===== src/rtl/alarm_match_pkg.sv =====
package alarm_match_pkg;

    // Field offsets; the field index equals the register offset
    localparam int FIELD_COUNT = 4;
    localparam int OFS_SEC     = 0;
    localparam int OFS_MIN     = 1;
    localparam int OFS_HOUR    = 2;
    localparam int OFS_DATE    = 3;
    localparam int OFS_IE      = 4;
    localparam int BYTE_W      = 8;

    typedef struct packed {
        logic [7:0] sec;
        logic [7:0] min;
        logic [7:0] hour;
        logic [7:0] date;
    } alarm_regs_t;

    typedef struct packed {
        logic [6:0] sec;
        logic [6:0] min;
        logic [5:0] hour;
        logic [5:0] date;
    } tod_t;

    typedef enum logic [2:0] {
        RPT_MONTH,
        RPT_DAY,
        RPT_HOUR,
        RPT_MINUTE,
        RPT_SECOND
    } repeat_e;

    // Two-digit BCD value no greater than limit (limit given in BCD)
    function automatic logic bcd_in_range(input logic [7:0] v, input logic [7:0] limit);
        return (v[3:0] <= 4'd9) && (v[7:4] <= 4'd9) && (v <= limit);
    endfunction

    // Acceptance rule for a write to alarm field idx
    function automatic logic field_write_ok(input int idx, input logic [7:0] d);
        logic ok;
        case (idx)
            OFS_SEC, OFS_MIN: ok = bcd_in_range({1'b0, d[6:0]}, 8'h59);
            OFS_HOUR:         ok = bcd_in_range({2'b00, d[5:0]}, 8'h23);
            default:          ok = (d[4:0] != 5'd0);
        endcase
        return ok;
    endfunction

    // Repeat rate from the four don't-care flags
    function automatic repeat_e repeat_decode(input alarm_regs_t a);
        repeat_e r;
        case ({a.date[7], a.hour[7], a.min[7], a.sec[7]})
            4'b0000: r = RPT_MONTH;
            4'b1000: r = RPT_DAY;
            4'b1100: r = RPT_HOUR;
            4'b1110: r = RPT_MINUTE;
            default: r = RPT_SECOND;
        endcase
        return r;
    endfunction

endpackage


===== src/rtl/alarm_regfile.sv =====
module alarm_regfile
    import alarm_match_pkg::*;
#(
    parameter int ADDR_W = 3
) (
    input  logic              clk,
    input  logic              rst,
    input  logic              wr_en,
    input  logic [ADDR_W-1:0] addr,
    input  logic [7:0]        wdata,
    output alarm_regs_t       alarm,
    output logic [7:0]        ie,
    output logic [7:0]        rdata
);

    logic [7:0] fld_q [FIELD_COUNT];
    logic [7:0] ie_q;

    for (genvar i = 0; i < FIELD_COUNT; i++) begin : g_fld
        logic hit;
        always_comb hit = wr_en && (addr == ADDR_W'(i)) && field_write_ok(i, wdata);

        always_ff @(posedge clk) begin
            if (rst) begin
                fld_q[i] <= '0;
            end else if (hit) begin
                fld_q[i] <= wdata;
            end
        end
    end

    always_ff @(posedge clk) begin
        if (rst) begin
            ie_q <= '0;
        end else if (wr_en && (addr == ADDR_W'(OFS_IE))) begin
            ie_q <= wdata;
        end
    end

    always_comb begin
        alarm.sec  = fld_q[OFS_SEC];
        alarm.min  = fld_q[OFS_MIN];
        alarm.hour = fld_q[OFS_HOUR];
        alarm.date = fld_q[OFS_DATE];
        ie         = ie_q;
    end

    always_comb begin
        rdata = '0;
        for (int k = 0; k < FIELD_COUNT; k++) begin
            if (addr == ADDR_W'(k)) rdata = fld_q[k];
        end
        if (addr == ADDR_W'(OFS_IE)) rdata = ie_q;
    end

endmodule


===== src/rtl/alarm_compare.sv =====
module alarm_compare
    import alarm_match_pkg::*;
(
    input  alarm_regs_t alarm,
    input  tod_t        tod,
    output repeat_e     mode,
    output logic        hit
);

    logic sec_eq, min_eq, hour_eq, date_eq;

    always_comb begin
        sec_eq  = (alarm.sec[6:0]  == tod.sec);
        min_eq  = (alarm.min[6:0]  == tod.min);
        hour_eq = (alarm.hour[5:0] == tod.hour);
        date_eq = (alarm.date[5:0] == tod.date);
        mode    = repeat_decode(alarm);
        case (mode)
            RPT_MONTH:  hit = date_eq && hour_eq && min_eq && sec_eq;
            RPT_DAY:    hit = hour_eq && min_eq && sec_eq;
            RPT_HOUR:   hit = min_eq && sec_eq;
            RPT_MINUTE: hit = sec_eq;
            default:    hit = 1'b1;
        endcase
    end

endmodule


===== src/rtl/alarm_pulse.sv =====
module alarm_pulse (
    input  logic clk,
    input  logic rst,
    input  logic tick,
    input  logic hit,
    output logic irq
);

    logic irq_q;

    always_ff @(posedge clk) begin
        if (rst) begin
            irq_q <= 1'b0;
        end else begin
            irq_q <= tick && hit;
        end
    end

    assign irq = irq_q;

endmodule


===== src/rtl/alarm_match_unit.sv =====
module alarm_match_unit
    import alarm_match_pkg::*;
#(
    parameter int ADDR_W = 3
) (
    input  logic              clk,
    input  logic              rst,
    input  logic              sec_tick,
    input  logic [6:0]        tod_sec,
    input  logic [6:0]        tod_min,
    input  logic [5:0]        tod_hour,
    input  logic [5:0]        tod_date,
    input  logic              wr_en,
    input  logic [ADDR_W-1:0] addr,
    input  logic [7:0]        wdata,
    output logic [7:0]        rdata,
    output logic              alarm_irq
);

    alarm_regs_t alarm_q;
    logic [7:0]  ie_q;
    tod_t        tod;
    repeat_e     mode;
    logic        hit;

    always_comb begin
        tod.sec  = tod_sec;
        tod.min  = tod_min;
        tod.hour = tod_hour;
        tod.date = tod_date;
    end

    alarm_regfile #(.ADDR_W(ADDR_W)) u_regs (
        .clk   (clk),
        .rst   (rst),
        .wr_en (wr_en),
        .addr  (addr),
        .wdata (wdata),
        .alarm (alarm_q),
        .ie    (ie_q),
        .rdata (rdata)
    );

    alarm_compare u_cmp (
        .alarm (alarm_q),
        .tod   (tod),
        .mode  (mode),
        .hit   (hit)
    );

    alarm_pulse u_pulse (
        .clk  (clk),
        .rst  (rst),
        .tick (sec_tick),
        .hit  (hit),
        .irq  (alarm_irq)
    );

endmodule


===== config.mk =====
export PLATFORM = sky130hd
export DESIGN_NAME = alarm_match_unit
export DESIGN_NICKNAME = d
export VERILOG_FILES = /design/src/rtl/alarm_match_pkg.sv /design/src/rtl/alarm_regfile.sv /design/src/rtl/alarm_compare.sv /design/src/rtl/alarm_pulse.sv /design/src/rtl/alarm_match_unit.sv
export SDC_FILE = /design/constraint.sdc
export NUM_CORES = 1
export LEC_CHECK = 0
export BUFFER_PORTS_ARGS = -buffer_cell sky130_fd_sc_hd__buf_4
export CAP_MARGIN = 25
export CORE_MARGIN = 5
export CORE_UTILIZATION = 45
export CTS_BUF_LIST = sky130_fd_sc_hd__clkbuf_8
export CTS_CLUSTER_SIZE = 30
export DETAILED_ROUTE_END_ITERATION = 12
export HOLD_SLACK_MARGIN = 0.12
export PLACE_DENSITY_LB_ADDON = 0.08
export SYNTH_ARGS = -nofsm -noshare
export SYNTH_HDL_FRONTEND = slang
export SYNTH_SLANG_ARGS = --single-unit
export TNS_END_PERCENT = 5

===== constraint.sdc =====
create_clock -name clk -period 2.9 [get_ports clk]
set_input_delay 0.29 -clock clk [delete_from_list [all_inputs] [get_ports clk]]
set_output_delay 0.29 -clock clk [all_outputs]
set_load 0.005 [all_outputs]

==> Word level (Yosys, flattened, before mapping) <==
Memory sizes are Yosys's and may differ from the RTL's.
Index checks and enable logic that the tools add are counted.
{ "word_totals": {"regBits": 9, "mem_bits_rw": 32, "in_bits": 41, "out_inout_bits": 9, "elab_cells": 75, "memories": 1} }
{ "mem_list": {"columns": ["memory", "words", "word_bits", "rd", "rd_clocked_by_memory_dff", "write_ports", "line", "text"], "rows": [
  ["u_regs.fld_q", 4, 8, 4, 0, 4, "alarm_regfile.sv:16", "logic [7:0] fld_q [FIELD_COUNT];"]
]} }
{ "classes": {"magnitude_cmp": 5, "n_eq_ne": 14, "n_mux": 25, "bitwise": 4, "reduce_logical": 24} }
{ "op_table": {"columns": ["op", "count"], "rows": [
  ["$mux W8", 9],
  ["$logic_and A1 B1 Y1", 20],
  ["$eq A7 B7 Y1", 2],
  ["$mux W1", 14],
  ["$eq A3 B2 Y1 const B", 4],
  ["$eq A4 B4 Y1 const B", 3],
  ["$eq A6 B6 Y1", 2],
  ["$pmux W3 S4", 1],
  ["$le A7 B7 Y1 const B", 1],
  ["$eq A3 B1 Y1 const B", 2],
  ["$le A6 B6 Y1 const B", 1],
  ["$logic_not A3 Y1", 2],
  ["$reduce_bool A5 Y1", 1],
  ["$le A2 B4 Y1 const B", 1],
  ["$le A3 B4 Y1 const B", 1],
  ["$le A4 B4 Y1 const B", 1],
  ["$logic_not A4 Y1", 1],
  ["$or A1 B1 Y1", 4],
  ["$pmux W1 S4", 1],
  ["$eq A3 B3 Y1 const B", 1]
]} }

==> Depth between registers and ports, before layout <==
Gate-level depths: netlist of run 1.
{ "logic_depth": {"depth_word": 8, "mapped_depth": 6, "mapped_depth_nobuf": 5} }

==> Cells and area by module <==
A second synthesis of run 1 with hierarchy kept.
{ "hier_totals": {"hier_cells": 216, "area_unflattened_um2": 2436.1} }
{ "by_module_without_submodules": {"columns": ["module", "n_inst", "cells_each", "area_each_um2", "seq_area_each_um2"], "rows": [
  ["alarm_regfile", 1, 173, 2067.0, 1121.1],
  ["alarm_compare", 1, 41, 340.3, 0.0],
  ["alarm_pulse", 1, 2, 28.8, 20.0]
]} }

==> Worst setup path before layout of run 1 <==
Ideal clock, no wire load.
{ "synth_path": {"kind": "input-to-reg", "startpoint": "in addr[0]", "endpoint": "mem u_regs.fld_q[1][0], enable pin", "setup_ns": 0.375, "t_arrival_ns": 1.293, "required_time_ns": 2.525, "path_slack_ns": 1.233, "cell_stages": 4, "path_buffers": 1, "cell_sequence": "buf_2 -> nor2b_1 -> nand2_1 -> o21bai_1"} }
{ "synth_lines": {"columns": ["item", "line", "text"], "rows": [
  ["start: declaration", "alarm_match_unit.sv:14", "input logic [ADDR_W-1:0] addr,"],
  ["end: declaration", "alarm_regfile.sv:16", null]
]} }

==> results.json, run 1 <==
{
  "worstPathMaxFanout": 2,
  "run_status": "completed",
  "totalWireLength_um": 5862,
  "grt_antenna_before_repair": 0,
  "htree_num_levels": 2,
  "reg2reg_depth": 4,
  "clk_pin_slew_ns": 0.09,
  "synth_compound_gate_area_share": 0.06771,
  "grt_first_pass_wirelength_um": 8963,
  "syn_avg_cell_area_um2": 11.24,
  "detailed_place.area_um2": 2676,
  "drtIter0Drc": 109,
  "cts_tree": "built",
  "floorplan.die_area_um2": 6479,
  "synth_adder_area_share": 0,
  "first_global_vias": 1748,
  "diodes": 0,
  "synth.largest_area_cell": "edfxtp_1",
  "drtAntennaViolNets": 0,
  "fin_nets": 292,
  "leakage_power_summed_over_all_cells_nw": 1.077,
  "slew-limit-headroom": 0.5892,
  "worst_setup_path_end_kind": "primary output",
  "clk_pwr_share": 0.358,
  "finalClockSkew_ns": 0.009026,
  "worstSetupStartpointType": "register",
  "layout_common_cells": "buf_4, edfxtp_1, and2_1",
  "timing.rr.end": "u_pulse.irq$_SDFF_PP0_",
  "place_congestion": 0.8174,
  "clockBufferDepth": 2,
  "num-fill-cells": 461,
  "initial_core_utilization": 0.4672,
  "totalPowerFinal_mw": 1.375,
  "cts.hold.buffers_added": 0,
  "place_hpwl_um": 4354,
  "cap_violations": 0,
  "cts_made_buffers": 5,
  "hold-worst-slack_ns": 0.2752,
  "io_pins": 50,
  "die_y_um": 80.49,
  "timing.hold.worst_path_depth": 3,
  "power.sequential.fraction": 0.499,
  "main_combinational_cell_family_by_area_after_synthesis": "simple AND/OR/NAND/NOR gates",
  "clock_latency_of_the_later_clocked_register_in_the_worst_skew_pair_ns": 0.30,
  "count_of_endpoints_failing_hold_in_the_final_timing_report": 0,
  "power.share.switching": 0.2382,
  "multi_input_comb_area_um2": 1039,
  "clockRootBuffer": "clkbuf_8",
  "global_route.usage.total": 0.1929,
  "reg_to_reg_setup_timing_slack_ns": 1.35,
  "placement_rows": 25,
  "pin_count_of_the_biggest_net_entering_global_routing": 19,
  "synth_top_area_frac": 0.4298,
  "clock.fmax_ghz": 0.5453,
  "power.switching_mw": 0.3275,
  "internal_power_mw": 1.047,
  "power_density_nw_per_um2": 491.7,
  "mappedNetlistArea_um2": 2236,
  "synthesis.nets": 240,
  "ff_latch_area_um2": 1141,
  "mostFrequentLayoutCell": "buf_4",
  "cts_num_sinks": 41,
  "syn_inst_count": 199,
  "cts_repair_resize_count": 0,
  "synth_seq_cells": 41,
  "cp_data_required_time_ns": 2.61,
  "post-route-drc-count": 0,
  "dr_total_vias": 1723,
  "worstHoldStart": "wdata[1]",
  "dieWidth_um": 80.49,
  "timing.final.crit_share": 0.6324,
  "synth_sequential_area_ratio": 0.5104,
  "worstPathArrival_ns": 1.54,
  "ys_warn_count": 0,
  "grt_setup_unrepaired": "no",
  "synth_area_leaders": "edfxtp_1, and2_1, xor2_1, dfxtp_1, mux4_2",
  "total_iterations_of_the_first_detailed_routing_run": 4,
  "final_period_minus_worst_setup_slack_ns": 1.834,
  "timing.setup.critical_path_class": "reg2out",
  "synthDistinctLibCells": 33,
  "setup_tns_ns": 0,
  "setup_viol": 0,
  "worstMarginPinSlew_ns": 0.6129,
  "design.core.area_um2": 4786,
  "portBuffers": 49,
  "regToRegStartpoint": "u_regs.fld_q[3][2]$_SDFFCE_PN0P_",
  "number_of_pins_with_negative_max_slew_slack_in_the_final_report": 0,
  "vdd_drop_max_uv": 247.3,
  "wl_per_cell_um": 18.38,
  "power.share.combinational": 0.143,
  "vias_per_cell": 5.401,
  "xor_xnor_portion_of_the_synthesized_cell_area": 0.1018,
  "globalRouteOverflowTotal": 0,
  "final_area_um2": 2796,
  "post_cts_buffers": 0,
  "yosys-mux-area-fraction": 0.08058,
  "area_growth_pct": 25.07,
  "synth-simple-area-share": 0.2143,
  "min_delay_worst_endpoint": "u_regs.ie[1]$_SDFFE_PP0P_",
  "post_route_cells_drive_above_1_share": 0.3016,
  "hold_path.class": "in2reg"
}
[how the worst max path moves through the flow]
stage | from | end | slack [ns] | depth (start not counted)
after floorplan | addr[0] | u_regs.fld_q[1][0]$_SDFFCE_PN0P_ | 1.23 | 4
after global placement | wdata[3] | u_regs.fld_q[2][4]$_SDFFCE_PN0P_ | 1.07 | 4
after detailed placement | wdata[3] | u_regs.fld_q[2][5]$_SDFFCE_PN0P_ | 1.04 | 4
after CTS | u_regs.fld_q[3][3]$_SDFFCE_PN0P_ | rdata[3] | 1.04 | 4
after global routing | u_regs.fld_q[3][3]$_SDFFCE_PN0P_ | rdata[3] | 1.02 | 4
final | u_regs.fld_q[3][0]$_SDFFCE_PN0P_ | rdata[0] | 1.07 | 4
[cell families (layout without fill, tap and decap cells)]
group / count (synthesis) / count (layout)
buf+inv: 14 / 67
compound gates: 25 / 25
xor+xnor: 26 / 26
mux: 8 / 8
flops: 41 / 41
simple gates: 85 / 85
[stage by stage]
| step | util | std cells | worst slack [ns] |
|---|---|---|---|
| detailed placement | 0.5592 | 311 | 1.041 |
| CTS | 0.5843 | 319 | 1.039 |
| global route | 0.5843 | 319 | 1.016 |
| floorplan | - | 199 | 1.233 |
| global placement | 0.5592 | 311 | 1.073 |
| finish | 0.5843 | 319 | 1.066 |
[layout make-up]
| cell class | count | share of cell area |
|---|---|---|
| timing repair buffer | 51 | 0.1369 |
| inverter | 8 | 0.01074 |
| tap | 67 | 0.02998 |
| clock inverter | 2 | 0.01342 |
| sequential | 41 | 0.4081 |
| clock buffer | 6 | 0.02953 |
| multi-input combinational | 144 | 0.3714 |
[worst max-delay path, stage by stage (launching register included)]
cell	delay, ns
edfxtp_1	0.42
mux4_2	0.53
inv_1	0.07
o21ai_0	0.08
buf_4	0.15
[power by group through the flow]
| stage | registers [mW] | clock network, mW | logic, mW |
|---|---|---|---|
| finish | 0.687 | 0.492 | 0.196 |
| global route | 0.690 | 0.525 | 0.214 |
| CTS | 0.687 | 0.498 | 0.199 |
| detailed placement | 0.699 | 0 | 0.198 |
| global placement | 0.700 | 0 | 0.197 |
| floorplan | 0.692 | 0 | 0.0978 |
[cells in the mapped netlist (all sizes together)]
master,count
and4bb,1
a31oi,1
a211o,1
nand3b,2
dfxtp,9
mux4,8
nor4,4
inv,8
nor2b,1
nand2,30
nand2b,1
nor2,3
xor2,21
a41oi,1
a22o,1
nor3,5
o21bai,2
xnor2,5
a41o,1
nor3b,1
a21oi,8
or4b,1
o31ai,1
buf,3
edfxtp,32
clkbuf,3
nand3,1
o21ai,9
and2,33
or3,2
[routing by layer]
metal,track usage,part of all wire
met1,0.2511,0.43
met2,0.3179,0.49
met3,0.03812,0.062
met4,0.06926,0.018
met5,0,0
[registers in the layout, indices dropped and copies added, names as in the netlist]
signal	flops
u_regs.ie	8
u_regs.fld_q	32
u_pulse.irq	1
(Power assumes the default switching activity.)
==> run 2: changes to the inputs <==
clock period = 1.6 ns   (was 2.9 ns; I/O delays follow)
==> run 2 against run 1 <==
Effect of this change: the run now ends with negative setup slack left; setup slack worse by 1.1 ns; largest cell class unchanged; non-clock buffer count up 16; largest power group unchanged; register-to-register slack worse by 1.3 ns; critical path type unchanged; wire length down 1.2%.
==> results.json, run 2 (synthesis results as in run 1) <==
{
  "place_congestion": 0.8508,
  "met3_usage": 0.04148,
  "met1_usage": 0.2605,
  "run_status": "finished, violations left",
  "clock_latency_of_the_later_clocked_register_in_the_worst_skew_pair_ns": 0.30,
  "vdd_drop_max_uv": 514.1,
  "multi_input_comb_area_um2": 1057,
  "worstHoldStart": "wdata[7]",
  "cap_violations": 0,
  "first_global_vias": 1787,
  "count_of_endpoints_failing_hold_in_the_final_timing_report": 0,
  "worstPathMaxFanout": 2,
  "clock.fmax_ghz": 0.6069,
  "setup_viol": 8,
  "timing.hold.worst_path_depth": 3,
  "vias_per_cell": 5.027,
  "power.sequential.fraction": 0.494,
  "die_y_um": 80.49,
  "post_route_cells_drive_above_1_share": 0.3769,
  "regToRegStartpoint": "u_regs.fld_q[2][4]$_SDFFCE_PN0P_",
  "instances_no_fill": 335,
  "globalRouteOverflowTotal": 0,
  "min_delay_worst_endpoint": "u_regs.ie[7]$_SDFFE_PP0P_",
  "slew-limit-headroom": 0.7649,
  "largest_register_ff_count": 32,
  "global_route.usage.total": 0.1978,
  "cts_tree": "built",
  "initial_core_utilization": 0.4672,
  "reg2reg_depth": 5,
  "grt_first_pass_wirelength_um": 9266,
  "mostFrequentLayoutCell": "buf_4",
  "power_density_nw_per_um2": 852.2,
  "worst_setup_path_end_kind": "primary output",
  "diodes": 0,
  "wl_per_cell_um": 17.29,
  "cp-startpoint": "u_regs.fld_q[3][3]$_SDFFCE_PN0P_",
  "final_area_um2": 2944,
  "final_period_minus_worst_setup_slack_ns": 1.648,
  "clockRootBuffer": "clkbuf_8",
  "io_pins": 50,
  "number_of_pins_with_negative_max_slew_slack_in_the_final_report": 0,
  "timing.rr.end": "u_pulse.irq$_SDFF_PP0_",
  "num-fill-cells": 417,
  "pin_count_of_the_biggest_net_entering_global_routing": 19,
  "post-route-drc-count": 0,
  "ff_latch_area_um2": 1141,
  "violations": "negative setup slack",
  "power.share.combinational": 0.160,
  "htree_num_levels": 2,
  "power.share.switching": 0.2340,
  "leakage_power_summed_over_all_cells_nw": 1.162,
  "power.switching_mw": 0.5870,
  "clk_pin_slew_ns": 0.08,
  "total_iterations_of_the_first_detailed_routing_run": 4,
  "reg_to_reg_setup_timing_slack_ns": 0.10,
  "clockBufferDepth": 2,
  "totalWireLength_um": 5791,
  "placement_rows": 25,
  "timing.critical_path.slowest_cell_delay_ns": 0.53,
  "layout_common_cells": "buf_4, edfxtp_1, and2_1",
  "grt.busiest_layer": "met2",
  "cpMaxStageDelayCell": "mux4_2",
  "timing.final.crit_share": 1.030,
  "cts_num_sinks": 41,
  "cts_made_buffers": 5,
  "drtAntennaViolNets": 0,
  "design.core.area_um2": 4786,
  "timing.setup.critical_path_class": "reg2out",
  "detailed_place.area_um2": 2771,
  "placed_cells": 322,
  "top_register": "u_regs.fld_q",
  "area_growth_pct": 31.67,
  "cp_data_required_time_ns": 1.44,
  "globalRouteMet2Util": 0.3353,
  "crit_path_cell_trace": "mux4_2 -> inv_2 -> o21ai_1 -> buf_4",
  "worstMarginPinSlew_ns": 0.3527,
  "worstSetupStartpointType": "register",
  "dr_total_vias": 1684,
  "grt_setup_unrepaired": "yes",
  "portBuffers": 49,
  "floorplan.die_area_um2": 6479,
  "grt_antenna_before_repair": 0,
  "dieWidth_um": 80.49,
  "worstPathArrival_ns": 1.49,
  "place_hpwl_um": 4379,
  "finalClockSkew_ns": 0.006253,
  "fin_nets": 308,
  "drtIter0Drc": 84,
  "worst_slack_ns": -0.04766,
  "clk_pwr_share": 0.346,
  "hold_path.class": "in2reg",
  "internal_power_mw": 1.922
}
-- run 2: changes by cell type in the layout (fill, tap and decap cells not counted), sizes merged --
cell      delta
clkinvlp     -1
inv          +1
buf         +16
-- run 2: final cells by class --
class | count | share of cell area
Multi-Input combinational cell | 144 | 0.3591
Sequential cell | 41 | 0.3876
Clock inverter | 2 | 0.01147
Inverter | 8 | 0.01020
Timing Repair Buffer | 67 | 0.1751
Tap cell | 67 | 0.02847
Clock buffer | 6 | 0.02805
-- run 2: critical path, delay by kind of cell, from the launching register on --
family | cells | cell delay (ns)
muxes | 1 | 0.53
DFF | 1 | 0.42
buffers and inverters | 2 | 0.19
AOI/OAI and AO/OA | 1 | 0.05
-- run 2: metal layers --
| layer | vias to the layer above | part of all wire |
|---|---|---|
| met5 | - | 0 |
| met3 | 4 | 0.053 |
| met2 | 45 | 0.49 |
| li1 | 836 | - |
| met4 | 0 | 0.0086 |
| met1 | 799 | 0.45 |
-- run 2: worst max-delay path by stage --
stage          cells past startpoint                                to  slack (ns)
3_3_place_gp                       4  u_regs.fld_q[3][4]$_SDFFCE_PN0P_       -0.04
4_1_cts                            4                          rdata[3]       -0.07
6_report                           4                          rdata[3]       -0.05
5_1_grt                            4                          rdata[5]       -0.12
2_1_floorplan                      4  u_regs.fld_q[1][0]$_SDFFCE_PN0P_        0.06
3_5_place_dp                       4  u_regs.fld_q[3][4]$_SDFFCE_PN0P_       -0.06
-- run 2: power groups by stage --
stage               combinational [mW]  clock (mW)  sequential (mW)
floorplan                        0.177           0             1.25
global placement                 0.378           0             1.27
detailed placement               0.379           0             1.27
CTS                              0.394       0.890             1.24
global route                     0.441       0.935             1.25
finish                           0.402       0.867             1.24
-- run 2: stage by stage --
step / TNS [ns] / power (mW) / worst slack (ns) / hold slack (ns) / util
finish: -0.3158 / 2.509 / -0.04766 / 0.1412 / 0.6152
CTS: -0.4880 / 2.525 / -0.07127 / 0.1381 / 0.6110
global placement: -0.4631 / 1.645 / -0.03635 / 0.4440 / 0.5791
global route: -0.8309 / 2.623 / -0.1244 / 0.1540 / 0.6152
floorplan: 0 / 1.431 / 0.06274 / 0.2960 / -
detailed placement: -0.8207 / 1.646 / -0.06498 / 0.4482 / 0.5791
-- run 2: timing repair --
action                                  CTS  global route
endpoints found under the setup margin    8             9
hold endpoints to repair                  0             0
resized for setup                         3            11
buffers inserted                          4             1
hold buffers                              0             0
pin swaps                                 0             1
==> run 3: changes to the inputs <==
CORE_MARGIN = 3   (was 5)
==> run 3 against run 2 <==
Effect of this change: the run still ends with negative setup slack left; clock skew up 0.0027 ns; final cell count up 2.1%; die area down 9.7%; non-clock buffer count up 7; setup slack worse by 0.011 ns; critical path depth unchanged; count of clock-buffer cells in the layout unchanged; global-route usage up 1.6 points; via count up 4.9%; total power up 0.37%; register-to-register slack about the same.
==> results.json, run 3 (synthesis results as in run 1) <==
{
  "number_of_pins_with_negative_max_slew_slack_in_the_final_report": 0,
  "post_route_cells_drive_above_1_share": 0.3964,
  "mostFrequentLayoutCell": "buf_4",
  "worst_setup_path_end_kind": "primary output",
  "vias_per_cell": 5.167,
  "timing.final.crit_share": 1.037,
  "run_status": "finished, violations left",
  "pin_count_of_the_biggest_net_entering_global_routing": 19,
  "io_pins": 50,
  "worstPathArrival_ns": 1.50,
  "slew-limit-headroom": 0.7589,
  "die_y_um": 76.49,
  "clockRootBuffer": "clkbuf_8",
  "regToRegStartpoint": "u_regs.fld_q[0][0]$_SDFFCE_PN0P_",
  "cap_violations": 0,
  "crit_path_cell_trace": "mux4_2 -> inv_2 -> o21ai_2 -> buf_4",
  "worstPathMaxFanout": 2,
  "post-route-drc-count": 0,
  "timing.setup.critical_path_class": "reg2out",
  "final_area_um2": 2992,
  "floorplan.die_area_um2": 5851,
  "clockBufferDepth": 2,
  "setup_tns_ns": -0.2154,
  "place_congestion": 0.8326,
  "area_growth_pct": 33.80,
  "clock_latency_of_the_later_clocked_register_in_the_worst_skew_pair_ns": 0.29,
  "totalPowerFinal_mw": 2.518,
  "total_iterations_of_the_first_detailed_routing_run": 4,
  "place_hpwl_um": 4410,
  "globalRouteOverflowTotal": 0,
  "grt_setup_unrepaired": "yes",
  "cts.hold.buffers_added": 0,
  "cts_num_sinks": 41,
  "leakage_power_summed_over_all_cells_nw": 1.194,
  "htree_num_levels": 2,
  "fin_nets": 315,
  "violations": "negative setup slack",
  "vdd_drop_max_uv": 478.0,
  "worst_slack_ns": -0.05854,
  "design.core.area_um2": 4755,
  "cpMaxStageDelayCell": "mux4_2",
  "portBuffers": 49,
  "reg_to_reg_setup_timing_slack_ns": 0.10,
  "timing.hold.worst_path_depth": 3,
  "hold_path.class": "in2reg",
  "worstSetupStartpointType": "register",
  "grt_first_pass_wirelength_um": 9466,
  "grt_antenna_before_repair": 0,
  "top_register": "u_regs.fld_q",
  "setup_viol": 7,
  "drtAntennaViolNets": 0,
  "finalClockSkew_ns": 0.008943,
  "wl_per_cell_um": 17.42,
  "largest_register_ff_count": 32,
  "clock.fmax_ghz": 0.6029,
  "worstHoldStart": "wdata[7]",
  "placement_rows": 25,
  "drtIter0Drc": 146,
  "cts_tree": "built",
  "min_delay_worst_endpoint": "u_regs.ie[7]$_SDFFE_PP0P_",
  "first_global_vias": 1798,
  "totalWireLength_um": 5958,
  "dr_total_vias": 1767,
  "final_period_minus_worst_setup_slack_ns": 1.659,
  "dieWidth_um": 76.49,
  "diodes": 0,
  "power_density_nw_per_um2": 841.7,
  "layout_common_cells": "buf_4, edfxtp_1, and2_1",
  "global_route.usage.total": 0.2140,
  "detailed_place.area_um2": 2774,
  "count_of_endpoints_failing_hold_in_the_final_timing_report": 0,
  "cp_data_required_time_ns": 1.44,
  "initial_core_utilization": 0.4703,
  "worstMarginPinSlew_ns": 0.3612,
  "cts_made_buffers": 5,
  "timing.critical_path.slowest_cell_delay_ns": 0.53,
  "timing.rr.end": "u_pulse.irq$_SDFF_PP0_",
  "clk_pin_slew_ns": 0.08,
  "reg2reg_depth": 6
}
[run 3: cell types whose count changed in the layout (fill, tap and decap cells not counted)]
cell,change
buf_12,-1
buf_4,+8
inv_1,+1
inv_2,-1
o21ai_0,-1
o21ai_1,-1
o21ai_2,+2
[run 3: critical path, delay by kind of cell, from the launching register on]
family                 cells  cell delay [ns]
muxes                      1             0.53
DFF                        1             0.41
buffers and inverters      2             0.21
AOI/OAI and AO/OA          1             0.05
[run 3: cell type report]
class / count / area, µm²
Fill cell: 414 / 1763
Sequential cell: 41 / 1141
Multi-Input combinational cell: 144 / 1065
Timing Repair Buffer: 74 / 555.5
Tap cell: 67 / 83.83
Clock buffer: 6 / 82.58
Clock inverter: 2 / 33.78
Inverter: 8 / 30.03
[run 3: power by group]
group / switching [mW] / leakage (nW) / internal [mW]
Sequential: 0.0362 / 0.380 / 1.20
Clock: 0.353 / 0.0626 / 0.503
Combinational: 0.195 / 0.752 / 0.227
Total: 0.584 / 1.19 / 1.93
[run 3: worst max-delay path by stage]
stage	end	slack [ns]	startpoint
after floorplan	u_regs.fld_q[1][0]$_SDFFCE_PN0P_	0.06	addr[0]
after global placement	u_regs.fld_q[3][5]$_SDFFCE_PN0P_	-0.03	wdata[3]
after detailed placement	u_regs.fld_q[3][4]$_SDFFCE_PN0P_	-0.06	wdata[3]
after CTS	rdata[3]	-0.08	u_regs.fld_q[3][3]$_SDFFCE_PN0P_
after global routing	rdata[0]	-0.1	u_regs.fld_q[3][0]$_SDFFCE_PN0P_
final	rdata[3]	-0.06	u_regs.fld_q[3][3]$_SDFFCE_PN0P_
[run 3: what timing repair did]
item | in CTS | in global routing
gates resized for setup | 3 | 13
setup endpoints to repair | 7 | 9
setup buffers | 0 | 10
hold endpoints to repair | 0 | 0
pin swaps | 0 | 1
[run 3: metal layers]
metal,vias up,GRT usage,part of all wire
met2,57,0.3612,0.49
met4,0,0.07065,0.021
met1,851,0.2736,0.43
met3,9,0.04492,0.052
met5,-,0,0
li1,850,-,-
[run 3: through the flow]
step / utilization / instances / setup WS, ns / hold slack, ns
2_1_floorplan: - / 199 / 0.06274 / 0.2960
3_3_place_gp: 0.5834 / 324 / -0.02777 / 0.4435
3_5_place_dp: 0.5834 / 324 / -0.05891 / 0.4468
4_1_cts: 0.6087 / 332 / -0.07962 / 0.1327
5_1_grt: 0.6292 / 342 / -0.09580 / 0.1326
6_report: 0.6292 / 342 / -0.05854 / 0.1449
